==> config.mk <==
export PLATFORM = sky130hd
export DESIGN_NAME = cfgseq
export DESIGN_NICKNAME = d
export VERILOG_FILES = /design/src/rtl/cfgseq_pkg.sv /design/src/rtl/cfgseq_delay.sv /design/src/rtl/cfgseq_framer.sv /design/src/rtl/cfgseq_readback.sv /design/src/rtl/cfgseq.sv
export SDC_FILE = /design/constraint.sdc
export NUM_CORES = 1
export LEC_CHECK = 0
export BUFFER_PORTS_ARGS = -buffer_cell sky130_fd_sc_hd__buf_2
export CAP_MARGIN = 20
export CORE_MARGIN = 2
export CORE_UTILIZATION = 55
export DETAILED_ROUTE_END_ITERATION = 7
export MAX_ROUTING_LAYER = met4
export PLACE_DENSITY = 0.8
export SLEW_MARGIN = 20
export SYNTH_ARGS = -nofsm -noshare
export SYNTH_HDL_FRONTEND = slang
export SYNTH_SLANG_ARGS = --single-unit
==> constraint.sdc <==
create_clock -name clk -period 2.9 [get_ports clk]
set_clock_uncertainty 0.15 [all_clocks]
set_input_delay 0.435 -clock clk [delete_from_list [all_inputs] [get_ports clk]]
set_output_delay 0.435 -clock clk [all_outputs]
set_load 0.01 [all_outputs]
==> src/rtl/cfgseq_pkg.sv <==
package cfgseq_pkg;

    localparam logic [7:0] OP_CFG_ON   = 8'h0B;
    localparam logic [7:0] OP_CFG_OFF  = 8'h0C;
    localparam logic [7:0] OP_FETCH    = 8'h01;
    localparam logic [7:0] OP_MODE     = 8'hAE;
    localparam logic [7:0] OP_MODE_ARG = 8'h01;
    localparam logic [7:0] OP_FRAME    = 8'hEE;
    localparam logic [7:0] OP_HANDOFF  = 8'h23;
    localparam logic [7:0] OP_DUMMY    = 8'h00;

    localparam int FRAME_BYTES = 16;
    localparam int FETCH_BYTES = 4;

    typedef enum logic [2:0] {
        ST_IDLE, ST_POLL, ST_XFER, ST_GAP, ST_WAIT
    } state_t;

    typedef enum logic [2:0] {
        SP_CFG_ON, SP_FETCH, SP_MODE, SP_FRAME, SP_CFG_OFF, SP_HANDOFF
    } step_t;

    typedef enum logic [2:0] {
        E_NONE    = 3'd0,
        E_BAD_LEN = 3'd1,
        E_UNSUPP  = 3'd2,
        E_ENABLE  = 3'd3,
        E_TIMEOUT = 3'd4,
        E_BUS     = 3'd5
    } err_t;

    function automatic logic [4:0] step_bytes(step_t s);
        case (s)
            SP_FETCH: step_bytes = 5'(1 + FETCH_BYTES);
            SP_MODE:  step_bytes = 5'd2;
            SP_FRAME: step_bytes = 5'(1 + FRAME_BYTES);
            default:  step_bytes = 5'd1;
        endcase
    endfunction

    function automatic logic [7:0] step_byte(step_t s, logic [4:0] i);
        case (s)
            SP_CFG_ON:  step_byte = OP_CFG_ON;
            SP_FETCH:   step_byte = (i == 5'd0) ? OP_FETCH : OP_DUMMY;
            SP_MODE:    step_byte = (i == 5'd0) ? OP_MODE : OP_MODE_ARG;
            SP_FRAME:   step_byte = OP_FRAME;
            SP_CFG_OFF: step_byte = OP_CFG_OFF;
            default:    step_byte = OP_HANDOFF;
        endcase
    endfunction

    function automatic step_t step_next(step_t s, logic more);
        case (s)
            SP_CFG_ON:  step_next = SP_FETCH;
            SP_FETCH:   step_next = SP_MODE;
            SP_MODE,
            SP_FRAME:   step_next = more ? SP_FRAME : SP_CFG_OFF;
            SP_CFG_OFF: step_next = SP_HANDOFF;
            default:    step_next = SP_HANDOFF;
        endcase
    endfunction

    function automatic err_t poll_to_err(logic [1:0] r);
        poll_to_err = (r == 2'd1) ? E_TIMEOUT : E_BUS;
    endfunction

endpackage

==> src/rtl/cfgseq_delay.sv <==
module cfgseq_delay #(
    parameter int CYCLES = 150000
) (
    input  logic clk,
    input  logic rst,
    input  logic run,
    output logic expired
);
    localparam int CW = $clog2(CYCLES + 1);

    logic [CW-1:0] cnt;

    always_ff @(posedge clk) begin
        if (rst || !run) begin
            cnt <= '0;
        end else if (!expired) begin
            cnt <= cnt + 1'b1;
        end
    end

    assign expired = run && (cnt == CW'(CYCLES - 1));

    a_r7_count_bounded: assert property (@(posedge clk) disable iff (rst)
        run |-> (cnt < CW'(CYCLES)));

endmodule

==> src/rtl/cfgseq_framer.sv <==
module cfgseq_framer #(
    parameter int LEN_W = 16
) (
    input  logic             clk,
    input  logic             rst,
    input  logic [LEN_W-1:0] len,
    input  logic             load,
    input  logic             dec,
    input  logic             in_frame,
    output logic             len_ok,
    output logic             more
);
    localparam int FW = LEN_W - 4;

    logic [FW-1:0] left;

    always_ff @(posedge clk) begin
        if (rst) begin
            left <= '0;
        end else if (load) begin
            left <= len[LEN_W-1:4];
        end else if (dec) begin
            left <= left - 1'b1;
        end
    end

    assign len_ok = (len[3:0] == 4'd0);
    assign more   = in_frame ? (left > FW'(1)) : (left != '0);

    a_r4_no_underflow: assert property (@(posedge clk) disable iff (rst)
        dec |-> (left != '0));

endmodule

==> src/rtl/cfgseq_readback.sv <==
module cfgseq_readback (
    input  logic       clk,
    input  logic       rst,
    input  logic       clear,
    input  logic       capture,
    input  logic [7:0] data,
    output logic       nonzero
);
    logic [7:0] acc;

    always_ff @(posedge clk) begin
        if (rst || clear) begin
            acc <= '0;
        end else if (capture) begin
            acc <= acc | data;
        end
    end

    assign nonzero = (acc != 8'd0);

endmodule

==> src/rtl/cfgseq.sv <==
module cfgseq
    import cfgseq_pkg::*;
#(
    parameter int CLK_HZ = 100000000,
    parameter int LEN_W  = 16
) (
    input  logic             clk,
    input  logic             rst,
    input  logic             start,
    input  logic             partial_req,
    input  logic [LEN_W-1:0] payload_len,
    input  logic [7:0]       frame_data,
    input  logic             frame_valid,
    output logic             frame_ready,
    output logic             spi_cs,
    output logic             spi_req,
    output logic [7:0]       spi_wdata,
    input  logic             spi_ack,
    input  logic [7:0]       spi_rdata,
    output logic             poll_req,
    output logic             poll_want_ready,
    input  logic             poll_done,
    input  logic [1:0]       poll_result,
    output logic             busy,
    output logic             done,
    output logic [2:0]       err_code,
    output logic             prog_mode
);
    localparam int RAW_DLY   = (CLK_HZ / 1000) * 3 / 2;
    localparam int DELAY_CYC = (RAW_DLY < 1) ? 1 : RAW_DLY;

    state_t     state;
    step_t      step;
    logic [4:0] idx;
    err_t       err;

    logic payload, last_byte, fire, accept;
    logic len_ok, more, rb_nonzero, expired;

    assign payload   = (step == SP_FRAME) && (idx != 5'd0);
    assign last_byte = (idx == step_bytes(step) - 5'd1);
    assign spi_cs    = (state == ST_XFER);
    assign spi_req   = spi_cs && (!payload || frame_valid);
    assign spi_wdata = payload ? frame_data : step_byte(step, idx);
    assign fire      = spi_req && spi_ack;
    assign frame_ready = fire && payload;

    assign poll_req        = (state == ST_POLL);
    assign poll_want_ready = poll_req && (step == SP_FETCH);
    assign busy            = (state != ST_IDLE);
    assign err_code        = err;
    assign accept          = (state == ST_IDLE) && start;

    cfgseq_framer #(.LEN_W(LEN_W)) u_framer (
        .clk      (clk),
        .rst      (rst),
        .len      (payload_len),
        .load     (accept && !partial_req && len_ok),
        .dec      ((state == ST_GAP) && (step == SP_FRAME)),
        .in_frame (step == SP_FRAME),
        .len_ok   (len_ok),
        .more     (more)
    );

    cfgseq_readback u_readback (
        .clk     (clk),
        .rst     (rst),
        .clear   (accept),
        .capture (fire && (step == SP_FETCH) && (idx != 5'd0)),
        .data    (spi_rdata),
        .nonzero (rb_nonzero)
    );

    cfgseq_delay #(.CYCLES(DELAY_CYC)) u_delay (
        .clk     (clk),
        .rst     (rst),
        .run     (state == ST_WAIT),
        .expired (expired)
    );

    always_ff @(posedge clk) begin
        if (rst) begin
            state     <= ST_IDLE;
            step      <= SP_CFG_ON;
            idx       <= '0;
            err       <= E_NONE;
            done      <= 1'b0;
            prog_mode <= 1'b0;
        end else begin
            done <= 1'b0;
            case (state)
                ST_IDLE: begin
                    if (start) begin
                        if (partial_req) begin
                            err  <= E_UNSUPP;
                            done <= 1'b1;
                        end else if (!len_ok) begin
                            err  <= E_BAD_LEN;
                            done <= 1'b1;
                        end else begin
                            err   <= E_NONE;
                            step  <= SP_CFG_ON;
                            state <= ST_POLL;
                        end
                    end
                end
                ST_POLL: begin
                    if (poll_done) begin
                        if (poll_result != 2'd0) begin
                            err   <= poll_to_err(poll_result);
                            done  <= 1'b1;
                            state <= ST_IDLE;
                        end else begin
                            idx   <= '0;
                            state <= ST_XFER;
                        end
                    end
                end
                ST_XFER: begin
                    if (fire) begin
                        if (last_byte) begin
                            state <= ST_GAP;
                            if (step == SP_MODE)    prog_mode <= 1'b1;
                            if (step == SP_HANDOFF) prog_mode <= 1'b0;
                        end else begin
                            idx <= idx + 5'd1;
                        end
                    end
                end
                ST_GAP: begin
                    case (step)
                        SP_FETCH: begin
                            if (rb_nonzero) begin
                                err   <= E_ENABLE;
                                done  <= 1'b1;
                                state <= ST_IDLE;
                            end else begin
                                step  <= SP_MODE;
                                state <= ST_POLL;
                            end
                        end
                        SP_CFG_OFF: begin
                            step  <= SP_HANDOFF;
                            state <= ST_WAIT;
                        end
                        SP_HANDOFF: begin
                            done  <= 1'b1;
                            state <= ST_IDLE;
                        end
                        default: begin
                            step  <= step_next(step, more);
                            state <= ST_POLL;
                        end
                    endcase
                end
                ST_WAIT: begin
                    if (expired) state <= ST_POLL;
                end
                default: state <= ST_IDLE;
            endcase
        end
    end

    a_r5_cs_after_poll: assert property (@(posedge clk) disable iff (rst)
        $rose(spi_cs) |-> ($past(poll_req) && $past(poll_done)));

    a_r6_abort_on_fail: assert property (@(posedge clk) disable iff (rst)
        (poll_req && poll_done && (poll_result != 2'd0)) |=> (!spi_cs && !busy));

    a_r4_take_needs_valid: assert property (@(posedge clk) disable iff (rst)
        frame_ready |-> frame_valid);

    a_r3_mode_after_txn: assert property (@(posedge clk) disable iff (rst)
        $rose(prog_mode) |-> ($past(spi_cs) && ($past(spi_wdata) == OP_MODE_ARG)));

    a_r10_done_idle: assert property (@(posedge clk) disable iff (rst)
        done |-> !busy);

    a_r10_err_hold: assert property (@(posedge clk) disable iff (rst)
        (!busy && !start) |=> $stable(err_code));

endmodule

Word-level counts from Yosys, hierarchy flattened --
Index checks and enable logic that the tools add are counted.
Word-level totals: output and inout bits 19, word-level logic and storage cells 130, flip-flop bits (word level) 54, input port bits 41
Cells by class: magnitude comparators 1, muxes and demuxes 51, bitwise gates (word level) 1, equality and inequality tests 26, reductions and logical operators 38, $add $sub $neg 4
Operator list (number):
- $mux 3 | 17
- $pmux 8 s5 | 1
- $pmux 3 s3 | 3
- $mux 12 | 2
- $mux 5 | 4
- $add 18x1->18 const B | 1
- $eq 18x18->1 const B | 1
- $ne 2x2->1 const B | 9
- $mux 8 | 2
- $pmux 3 s5 | 1
- $pmux 5 s3 | 1
- $mux 1 | 13
- $eq 3x2->1 const B | 4
- $gt 12x1->1 const B | 1
- $logic_and 1x1->1 | 12
- $pmux 3 s2 | 2
- $reduce_and 6->1 | 2
- $reduce_bool 12->1 | 1
- $sub 12x1->12 const B | 1
- $pmux 5 s2 | 1
- $reduce_bool 2->1 | 5
- $eq 3x3->1 const B | 3
- $ne 2x1->1 const B | 4
- $or 8x8->8 | 1
- 21 further kinds | 29

Logic depth before layout (Yosys ltp) --
Gate-level depths: netlist of the first run.
depth after elaboration 8, gate-level depth with buffers 8, mapped depth without buffers 7

Hierarchy --
Synthesis of the first run repeated with hierarchy kept, for this count alone.
Unflattened totals: cell total of the unflattened synthesis 402, area, all modules 3226.8 um2
Modules (own cells, without submodules):
- cfgseq | area an instance 1331.3 um2, instances 1, cells an instance 177
- cfgseq_delay | area an instance 877.1 um2, instances 1, cells an instance 101
- cfgseq_framer | area an instance 750.7 um2, instances 1, cells an instance 94
- cfgseq_readback | area an instance 267.8 um2, instances 1, cells an instance 30

Least setup slack after synthesis of the first run --
OpenSTA, ideal clock, no wires.
path kind register to register, from reg u_framer.left[4], to reg step[0], cell stages (with the launch flop) 6, path slack 0.652 ns, data required time 2.630 ns, data arrival time 1.978 ns, setup time 0.120 ns, path through dfxtp_1 -> or4_4 -> or4_4 -> nor4_2 -> nor2_1 -> o31a_1
Between the ends: longest elaborated chain between the ends 6, elaborated cells on any way between the ends 7, classes of those cells 1 x order compare; 5 x mux; 1 x reduce/logical
Ends and longest elaborated chain:
- from (decl) | line cfgseq_framer.sv:15 | logic [FW-1:0] left;
- from (signal assigned) | line cfgseq_framer.sv:21 | left <= len[LEN_W-1:4];
- from (signal assigned) | line cfgseq_framer.sv:23 | left <= left - 1'b1;
- $gt 12x1->1 or $reduce_bool 12->1 (tied branches) | line cfgseq_framer.sv:28 | assign more = in_frame ? (left > FW'(1)) : (left != '0);
- $mux 1 (*) | line cfgseq_framer.sv:28
- $mux 3 (*) | line cfgseq_pkg.sv:57 | SP_FRAME: step_next = more ? SP_FRAME : SP_CFG_OFF;
- $pmux 3 s2 (*) | line cfgseq_pkg.sv:53 | case (s)
- $pmux 3 s3 (*) | line cfgseq.sv:131 | case (step)
- $pmux 3 s2 (*) | line cfgseq.sv:91 | case (state)
- to (signal assigned) | line cfgseq.sv:151 | step <= step_next(step, more);
- to (decl) | line cfgseq.sv:33 | step_t step;
Mark *: on every way between the ends. The rest lies on a longest branch, timed or not. A chain may end at the register's enable or synchronous reset.

Worst setup path after layout of the first run --
from reg idx[0], to out spi_wdata[1]
Between the ends: longest elaborated chain between the ends 4, elaborated cells on any way between the ends 6, classes of those cells 3 x mux; 3 x reduce/logical
Ends and longest elaborated chain:
- from (decl) | line cfgseq.sv:34 | logic [4:0] idx;
- from (signal assigned) | line cfgseq.sv:126 | idx <= idx + 5'd1;
- $logic_not 5->1 | line cfgseq_pkg.sv:45 | SP_MODE: step_byte = (i == 5'd0) ? OP_MODE : OP_MODE_ARG;
- $mux 8 | line cfgseq_pkg.sv:45
- $pmux 8 s5 | line cfgseq_pkg.sv:42 | case (s)
- $mux 8 (*) | line cfgseq.sv:44 | assign spi_wdata = payload ? frame_data : step_byte(step, idx);
- to (decl) | line cfgseq.sv:17 | output logic [7:0] spi_wdata,
Marked as above.

==> results.json, run 1 <==
{
  "syn-cell-area_mm2": 0.002963,
  "ff2ff_path_depth": 5,
  "multi_input_comb_area_mm2": 0.001758,
  "cts_tree": "yes",
  "ys_types": 56,
  "ys_top_cells_by_area": "dfxtp_1 (36%), nor2_1 (7.0%), a21oi_1 (4.9%)",
  "synth_warnings": 0,
  "synth_seq_cells": 54,
  "cts.sinks": 54,
  "r2r_end": "prog_mode",
  "crit_path_max_incr_delay_ns": 0.52,
  "drt_iter0_drc": 237,
  "die_w_um": 77.40,
  "relSlewSlack": 0.5192,
  "dpl.hpwl_um": 5231,
  "placed_area_mm2": 0.003299,
  "path_cells": "inv_1, ha_1, nor4b_2, nand2_1, nor4bb_1, a21oi_1, buf_2",
  "r2r_setup_slack_ns": 0.36,
  "syn_avg_cell_area_um2": 7.797,
  "start_util": 0.5764,
  "crit_fanout": 7,
  "finalSetupViolCount": 0,
  "die_area_mm2": 0.005990,
  "rsz0062_at_grt": "no",
  "synth_common_cells": "nor2_1 (55), dfxtp_1 (54), a21oi_1 (29)",
  "synth-main-ff-cell": "dfxtp_1",
  "tightest_slew_ns": 0.7150,
  "worstSetupEndpointType": "primary output",
  "clockRootBuffer": "clkbuf_8",
  "maxCapViolCount": 0,
  "area_growth_pct": 16.34,
  "clk_pin_slew_ns": 0.09,
  "synth_top_area_frac": 0.3649,
  "overflow": 0,
  "hold_end": "u_readback.acc[0]",
  "yosysMostFrequentCell": "nor2_1",
  "grt_pass1_wl_um": 12190,
  "layout-drive-gt1-share": 0.1865,
  "crit_type": "flip-flop to primary output",
  "insertion_delay_ns": 0.31,
  "regArea_mm2": 0.001081,
  "hold_path.startpoint": "spi_rdata[0]",
  "final_area_mm2": 0.003447,
  "power_leakage_nw": 1.293,
  "io_pins": 60,
  "clock_path_buffers": 2,
  "dr.pass1.iters": 5,
  "cp_slowest_cell": "nor4b_2",
  "die_h_um": 77.40,
  "holdPathStages": 3,
  "crit_arrival_ns": 2.10,
  "synth_top_area_cell": "dfxtp_1",
  "h-tree-depth": 2,
  "placement_rows": 26,
  "postLayoutCoreUtil": 0.6706,
  "status": "complete, no violations",
  "ant_nets": 0,
  "synth_edf_count": 0,
  "hp-class": "input port to flip-flop",
  "syn-instance-count": 380,
  "finalPower_w": 0.001438,
  "core_mm2": 0.005140,
  "timing.rr.start": "step[0]",
  "fmax_mhz": 372.5,
  "nNetsFinal": 474,
  "finalCritPeriodShare": 0.9258,
  "viasPerCell": 5.970,
  "grt_max_degree": 37,
  "peakVddDrop_v": 0.0003846,
  "gp_congestion": 0.9294,
  "timing.hold.ws_ns": 0.1987,
  "synth.net_count": 426,
  "routed_wl_um": 7430,
  "port_buffers": 59,
  "antenna_found_initial": 0,
  "required_ns": 2.32,
  "fill_cells": 475,
  "wire_per_inst_um": 14.89,
  "ys_seq_area_frac": 0.3649,
  "finalHoldViolCount": 0,
  "p_per_area_mw_per_mm2": 417.1,
  "grt.total_usage": 0.2571,
  "drc": 0,
  "via_count": 2979,
  "final.min_clock_period_ns": 2.685,
  "crit_path_start_kind": "flip-flop",
  "async_flop_share": 0,
  "insertedDiodeCount": 0,
  "numCtsBuffers": 5,
  "setup_tns_ns": 0,
  "slew_viol_final": 0,
  "cts_hold_buf": 0,
  "grt_pass1_vias": 2633
}
==> layout by cell type (no fill, tap or decap), types with 3 or more instances in the layout <==
| cell | n |
|---|---|
| buf_2 | 59 |
| nor2_1 | 55 |
| dfxtp_1 | 54 |
| a21oi_1 | 29 |
| nand2_1 | 27 |
| inv_1 | 14 |
| nand3_1 | 13 |
| o21ai_0 | 13 |
| nor3_1 | 11 |
| nand2b_1 | 9 |
| a31oi_1 | 9 |
| and3_1 | 8 |
| xnor2_1 | 8 |
| a211oi_1 | 8 |
| xor2_1 | 8 |
| nor4_1 | 6 |
| nand4_1 | 6 |
| or3_1 | 6 |
| clkbuf_8 | 6 |
| o31ai_1 | 5 |
| o211ai_1 | 5 |
| ha_1 | 5 |
| nand3b_1 | 4 |
| or4_1 | 4 |
| buf_4 | 4 |
| o22ai_1 | 3 |
| nor3b_1 | 3 |
| o31a_1 | 3 |
==> layer usage <==
| layer | share of wire | wire length [um] | up-vias | GRT usage |
|---|---|---|---|---|
| li1 | - | - | 1481 | - |
| met3 | 0.073 | 539 | 6 | 0.04535 |
| met5 | 0 | 0 | - | - |
| met2 | 0.47 | 3526 | 136 | 0.4191 |
| met4 | 0.0074 | 55 | 0 | 0.05714 |
| met1 | 0.45 | 3309 | 1356 | 0.3365 |
==> final cells by class <==
type                       count  share of cell area
inverter                      14             0.01524
multi-input combinational    290              0.5100
clock buffer                   6             0.02396
timing repair buffer          63             0.09437
clock inverter                 2             0.01742
tap                           70             0.02541
sequential                    54              0.3136
==> metrics by stage <==
stage                     worst slack [ns]  instances
after floorplan                     0.6519        380
after global placement              0.4827        491
after detailed placement            0.4246        491
after CTS                           0.1490        499
after global routing               0.05510        499
final                               0.2152        499
==> flip-flops by register name, summed over array words and instances (netlist names) <==
signal          flops
prog_mode           1
idx                 5
done                1
state               3
step                3
err_code            3
u_delay.cnt        18
u_framer.left      12
u_readback.acc      8
==> report_power, final <==
group	internal (W)	leakage [nW]	switching, W	total, W
Clock	0.000368	0.0714	0.000246	0.000614
Combinational	0.0000357	0.786	0.0000390	0.0000747
Sequential	0.000746	0.436	0.00000357	0.000749
Total	0.00115	1.29	0.000288	0.00144
==> worst max-delay path: cells and delay by family (launching register included) <==
kind | cells | cell delay (ns)
DFF | 1 | 0.37
adders and majority gates | 1 | 0.15
and+or+nand+nor | 3 | 0.89
AOI/OAI and AO/OA | 1 | 0.14
buffers and inverters | 2 | 0.25
==> cell families after synthesis <==
| family | after synthesis | synth area share |
|---|---|---|
| adders and majority gates | 5 | 0.02111 |
| muxes | 1 | 0.003379 |
| buffers and inverters | 36 | 0.04561 |
| xor gates and xnor gates | 16 | 0.04730 |
| and+or+nand+nor | 173 | 0.3091 |
| AOI/OAI and AO/OA | 95 | 0.2086 |
| DFF | 54 | 0.3649 |
==> worst max-delay path by stage <==
| stage | endpoint | cells past startpoint | start |
|---|---|---|---|
| after floorplan | step[0] | 5 | u_framer.left[4] |
| after global placement | prog_mode | 5 | step[0] |
| after detailed placement | prog_mode | 5 | step[0] |
| after CTS | spi_req | 4 | step[0] |
| after global routing | spi_wdata[1] | 7 | idx[0] |
| final | spi_wdata[1] | 7 | idx[0] |
==> repair_timing <==
action / in CTS / in global routing
endpoints found under the setup margin: 0 / 1
buffers inserted: 0 / 0
resized for setup: 0 / 1
(Power assumes the default switching activity.)
==> run 2, diff against run 1 <==
--- a/config.mk
+++ b/config.mk
@@ -7,11 +7,14 @@
 export LEC_CHECK = 0
 export BUFFER_PORTS_ARGS = -buffer_cell sky130_fd_sc_hd__buf_2
 export CAP_MARGIN = 20
+export CELL_PAD_IN_SITES_DETAIL_PLACEMENT = 1
+export CELL_PAD_IN_SITES_GLOBAL_PLACEMENT = 2
 export CORE_MARGIN = 2
-export CORE_UTILIZATION = 55
+export CORE_UTILIZATION = 31
 export DETAILED_ROUTE_END_ITERATION = 7
 export MAX_ROUTING_LAYER = met4
-export PLACE_DENSITY = 0.8
+export PLACE_DENSITY_LB_ADDON = 0.1
+export SKIP_LAST_GASP = 1
 export SLEW_MARGIN = 20
 export SYNTH_ARGS = -nofsm -noshare
 export SYNTH_HDL_FRONTEND = slang
==> run 2 against run 1 <==
Against the previous run:
- cell area grew 2.5%
- core utilization shrank 29 points
- via count shrank 1.1%
- cell count grew 13%
- sequential share of layout area shrank 0.78 points
- worst setup slack gained 0.047 ns
- global-route usage shrank 7.6 points
- count of clock-buffer cells in the layout shrank 1
- total power shrank 4.6%
- sequential power is essentially flat
- critical path type unchanged
- critical endpoint is now spi_wdata[5]
- highest routed layer unchanged
==> results.json, run 2 (synthesis results as in run 1) <==
{
  "die_w_um": 101.8,
  "multi_input_comb_area_mm2": 0.001753,
  "overflow": 0,
  "finalSetupViolCount": 0,
  "cts-resized-gates": 0,
  "antenna_found_initial": 0,
  "crit_fanout": 7,
  "h-tree-depth": 2,
  "port_buffers": 59,
  "io_pins": 60,
  "crit_type": "flip-flop to primary output",
  "clk_pin_slew_ns": 0.11,
  "tightest_slew_ns": 0.6559,
  "finalCritPeriodShare": 0.9095,
  "placement_rows": 35,
  "clockRootBuffer": "clkbuf_8",
  "crit_path_max_incr_delay_ns": 0.48,
  "drt_iter0_drc": 78,
  "layout_commonest_cell": "buf_2",
  "clock_path_buffers": 2,
  "rsz0062_at_grt": "no",
  "via_count": 2947,
  "cts_hold_buf": 0,
  "final_cell_mix": "buf_2 (59), nor2_1 (55), dfxtp_1 (54)",
  "power_leakage_nw": 1.312,
  "required_ns": 2.32,
  "status": "complete, no violations",
  "peakVddDrop_v": 0.0002279,
  "fmax_mhz": 379.2,
  "grt.total_usage": 0.1809,
  "nNetsFinal": 480,
  "crit_arrival_ns": 2.05,
  "cp_slowest_cell": "nor4b_2",
  "insertion_delay_ns": 0.31,
  "insertedDiodeCount": 0,
  "fill_cells": 1174,
  "start_util": 0.3207,
  "drc": 0,
  "maxCapViolCount": 0,
  "grt_pass1_vias": 2954,
  "dpl.hpwl_um": 6713,
  "p_per_area_mw_per_mm2": 388.0,
  "routed_wl_um": 8794,
  "grt_pass1_wl_um": 14680,
  "finalHoldViolCount": 0,
  "timing.hold.ws_ns": 0.1895,
  "wire_per_inst_um": 15.59,
  "regArea_mm2": 0.001081,
  "crit_path_start_kind": "flip-flop",
  "relSlewSlack": 0.5608,
  "grt_max_degree": 21,
  "dr.pass1.iters": 4,
  "cts.sinks": 54,
  "slew_viol_final": 0,
  "die_h_um": 101.8,
  "gp_congestion": 0.8285,
  "hp-class": "input port to flip-flop",
  "cts_tree": "yes",
  "cts_post_setup_buffers_inserted": 0,
  "largest_reg_flops": 18,
  "final.min_clock_period_ns": 2.637,
  "worstSetupEndpointType": "primary output",
  "numCtsBuffers": 5,
  "layout-drive-gt1-share": 0.1954,
  "ant_nets": 0,
  "regMostFlops": "u_delay.cnt",
  "setup_tns_ns": 0,
  "core_mm2": 0.009240,
  "viasPerCell": 5.225,
  "die_area_mm2": 0.01036,
  "area_growth_pct": 19.30,
  "reg_top3": "u_delay.cnt x18, u_framer.left x12, u_readback.acc x8",
  "path_cells": "inv_1, ha_1, nor4b_2, buf_4, a21oi_1, o22ai_1, buf_2"
}
-- run 2: changes by cell type in the layout (fill, tap and decap cells not counted), sizes merged --
cell,previous run,this run
bufinv,2,1
inv,14,16
buf,63,69
clkbuf,6,5
-- run 2: where the power goes --
group	switching [W]	total [W]	internal, W	leakage [nW]
combinational	0.0000403	0.0000770	0.0000367	0.817
sequential	0.00000401	0.000750	0.000746	0.436
clock	0.000280	0.000544	0.000264	0.0591
total	0.000324	0.00137	0.00105	1.31
-- run 2: final cells by class --
cell class	count	area share
Clock buffer	5	0.01947
Inverter	14	0.01487
Sequential cell	54	0.3058
Tap cell	129	0.04566
Timing Repair Buffer	69	0.1048
Clock inverter	3	0.01345
Multi-Input combinational cell	290	0.4959
-- run 2: worst paths after layout --
path                       endpoint  cells past startpoint               from  slack, ns
hold / removal    u_readback.acc[1]                      3       spi_rdata[1]       0.19
setup reg to reg            step[0]                      5   u_framer.left[4]       0.51
hold reg to reg   u_readback.acc[5]                      2  u_readback.acc[5]       0.33
setup / recovery       spi_wdata[5]                      7             idx[0]       0.26
-- run 2: routing by layer --
metal,vias up,global-route usage,share of wire
met3,6,0.02139,0.024
met5,-,-,0
li1,1490,-,-
met1,1409,0.2462,0.50
met2,42,0.2905,0.47
met4,0,0.03430,0.0060
-- run 2: metrics by stage --
step	area [um2]	worst slack [ns]	cells	utilization	power, W
finish	3535	0.2625	564	0.3825	0.001371
global route	3535	0.05214	564	0.3825	0.001433
CTS	3535	0.2201	564	0.3825	0.001397
global placement	3418	0.5626	556	0.3699	0.0008439
detailed placement	3418	0.5355	556	0.3699	0.0008453
floorplan	2963	0.6519	380	-	0.0008001
-- run 2: critical path: cells and delay by family, from the launching register on --
kind,cells,cell delay (ns)
AOI/OAI and AO/OA,2,0.21
adders and majority gates,1,0.15
buffers and inverters,3,0.52
DFF,1,0.39
and+or+nand+nor,1,0.48
==> run 3, diff against run 2 <==
--- a/config.mk
+++ b/config.mk
@@ -5,12 +5,13 @@
 export SDC_FILE = /design/constraint.sdc
 export NUM_CORES = 1
 export LEC_CHECK = 0
+export ABC_AREA = 1
 export BUFFER_PORTS_ARGS = -buffer_cell sky130_fd_sc_hd__buf_2
 export CAP_MARGIN = 20
 export CELL_PAD_IN_SITES_DETAIL_PLACEMENT = 1
 export CELL_PAD_IN_SITES_GLOBAL_PLACEMENT = 2
 export CORE_MARGIN = 2
-export CORE_UTILIZATION = 31
+export CORE_UTILIZATION = 29
 export DETAILED_ROUTE_END_ITERATION = 7
 export MAX_ROUTING_LAYER = met4
 export PLACE_DENSITY_LB_ADDON = 0.1
==> run 3 against run 2 <==
Against the previous run:
- global-route usage down 0.90 points
- synthesized cell count up 31%
- worst setup slack better by 0.21 ns
- largest cell class unchanged
==> results.json, run 3 <==
{
  "reg_top3": "u_delay.cnt x18, u_framer.left x12, u_readback.acc x8",
  "grt.total_usage": 0.1719,
  "status": "complete, no violations",
  "dp_slack_ns": 0.8080,
  "hold_path.startpoint": "spi_rdata[4]",
  "area_growth_pct": 17.13,
  "synth_seq_cells": 54,
  "core_mm2": 0.01079,
  "wire_per_inst_um": 13.47,
  "dpl.hpwl_um": 7317,
  "hold_end": "u_readback.acc[4]",
  "clockRootBuffer": "clkbuf_8",
  "numCtsBuffers": 5,
  "instances_no_fill": 696,
  "final.min_clock_period_ns": 2.426,
  "grt_max_degree": 25,
  "final_cell_mix": "nand2_1 (108), nor2_1 (77), buf_2 (59)",
  "crit_family": "flip-flops",
  "finalSetupViolCount": 0,
  "synth_edf_count": 0,
  "crit_arrival_ns": 1.84,
  "finalCritPeriodShare": 0.8364,
  "cts_post_setup_buffers_inserted": 0,
  "path_cells": "inv_1, ha_1, inv_1, nor2_1, nand2_1, nand3_1, nand2_1, inv_2, nand2_2, inv_2, nand2_1, inv_1, buf_2",
  "cts_hold_buf": 0,
  "synth_top_area_cell": "dfxtp_1",
  "crit_fanout": 6,
  "finalHoldViolCount": 0,
  "synth_common_cells": "nand2_1 (108), nor2_1 (77), inv_1 (55)",
  "ys_seq_area_frac": 0.3395,
  "crit_buf_inv": 6,
  "peakVddDrop_v": 0.0002083,
  "relSlewSlack": 0.5939,
  "start_util": 0.2950,
  "ys_top_cells_by_area": "dfxtp_1 (34%), nand2_1 (13%), nor2_1 (9.1%)",
  "worstSetupEndpointType": "primary output",
  "fmax_mhz": 412.3,
  "yosysMostFrequentCell": "nand2_1",
  "grt_pass1_wl_um": 15860,
  "drc": 0,
  "crit_path_start_kind": "flip-flop",
  "required_ns": 2.32,
  "cts-resized-gates": 0,
  "cts_tree": "yes",
  "syn-instance-count": 496,
  "clock_path_buffers": 2,
  "grt_pass1_vias": 3325,
  "power_leakage_nw": 1.589,
  "clk_pin_slew_ns": 0.11,
  "crit_path_max_incr_delay_ns": 0.46,
  "ant_nets": 0,
  "r2r_end": "idx[1]",
  "io_pins": 60,
  "crit_type": "flip-flop to primary output",
  "layout_commonest_cell": "nand2_1",
  "overflow": 0,
  "hp-class": "input port to flip-flop",
  "drt_iter0_drc": 90,
  "p_per_area_mw_per_mm2": 495.8,
  "nNetsFinal": 601,
  "synth_warnings": 0,
  "placement_rows": 38,
  "layout-drive-gt1-share": 0.1853,
  "gp_congestion": 0.7577,
  "ys_types": 28,
  "ff2ff_path_depth": 12,
  "routed_wl_um": 9376,
  "setup_tns_ns": 0,
  "fill_cells": 1442,
  "die_h_um": 108.8,
  "port_buffers": 59,
  "synth-main-ff-cell": "dfxtp_1",
  "rsz0062_at_grt": "no",
  "maxCapViolCount": 0,
  "h-tree-depth": 2,
  "insertion_delay_ns": 0.31,
  "via_count": 3293,
  "dp_cells": 688,
  "holdPathStages": 3,
  "cp.depth": 13,
  "async_flop_share": 0,
  "syn_avg_cell_area_um2": 6.420,
  "dr.pass1.iters": 4,
  "regMostFlops": "u_delay.cnt",
  "largest_reg_flops": 18,
  "timing.rr.start": "idx[0]",
  "die_area_mm2": 0.01183,
  "syn-cell-area_mm2": 0.003184,
  "tightest_slew_ns": 0.6051,
  "layout_setup_ws_ns": 0.4744,
  "viasPerCell": 4.731,
  "die_w_um": 108.8,
  "synth_top_area_frac": 0.3395,
  "r2r_setup_slack_ns": 0.95,
  "antenna_found_initial": 0,
  "cp_slowest_cell": "dfxtp_1",
  "insertedDiodeCount": 0,
  "cts.sinks": 54,
  "synth.net_count": 542,
  "slew_viol_final": 0
}
[run 3: cell type report]
class / instances / area, um2 / share of cell area
well taps: 140 / 175.2 / 0.04696
clock inverters: 2 / 37.54 / 0.01006
flip-flops and latches: 54 / 1081 / 0.2898
clock buffers: 6 / 72.57 / 0.01946
inverters: 68 / 255.2 / 0.06843
repair buffers: 60 / 302.8 / 0.08118
multi-input cells: 366 / 1805 / 0.4841
[run 3: logic make-up (layout without fill, tap and decap cells)]
logic type | after synthesis | after routing | synth area share
AOI/OAI and AO/OA | 74 | 74 | 0.1265
xor gates and xnor gates | 10 | 10 | 0.02751
adders and majority gates | 5 | 5 | 0.01965
buffers and inverters | 76 | 136 | 0.09352
DFF | 54 | 54 | 0.3395
and+or+nand+nor | 277 | 277 | 0.3933
[run 3: worst max-delay path by stage]
stage                start           end  slack, ns
global placement    idx[0]   frame_ready       0.85
global route        idx[0]  spi_wdata[1]       0.30
CTS                 idx[0]   frame_ready       0.43
floorplan           idx[0]   frame_ready       1.09
finish              idx[0]   frame_ready       0.47
detailed placement  idx[0]   frame_ready       0.81
[run 3: power by group]
group,leakage [nW],internal [W],switching (W)
clock network,0.0514,0.000259,0.000280
registers,0.436,0.000779,0.0000374
logic,1.10,0.000170,0.000324
[run 3: through the flow]
step           area (um2)    util  power, W  hold slack, ns
3_5_place_dp         3620  0.3354  0.001335          0.2999
6_report             3730  0.3456  0.001849          0.2253
4_1_cts              3730  0.3456  0.001877          0.2128
5_1_grt              3730  0.3456  0.001972          0.2270
2_1_floorplan        3184       -  0.001174          0.2854
3_3_place_gp         3620  0.3354  0.001331          0.2946
[run 3: worst min-delay path: stages]
cell and delay, ns:
buf_2 0.08, a31oi_1 0.07, nor2_1 0.07
[run 3: routing by layer]
metal / track usage / wire, um / up-vias
met5: - / 0 / -
met2: 0.2844 / 4367 / 36
met4: 0.03571 / 68 / 0
li1: - / - / 1719
met3: 0.02212 / 223 / 5
met1: 0.2255 / 4717 / 1533
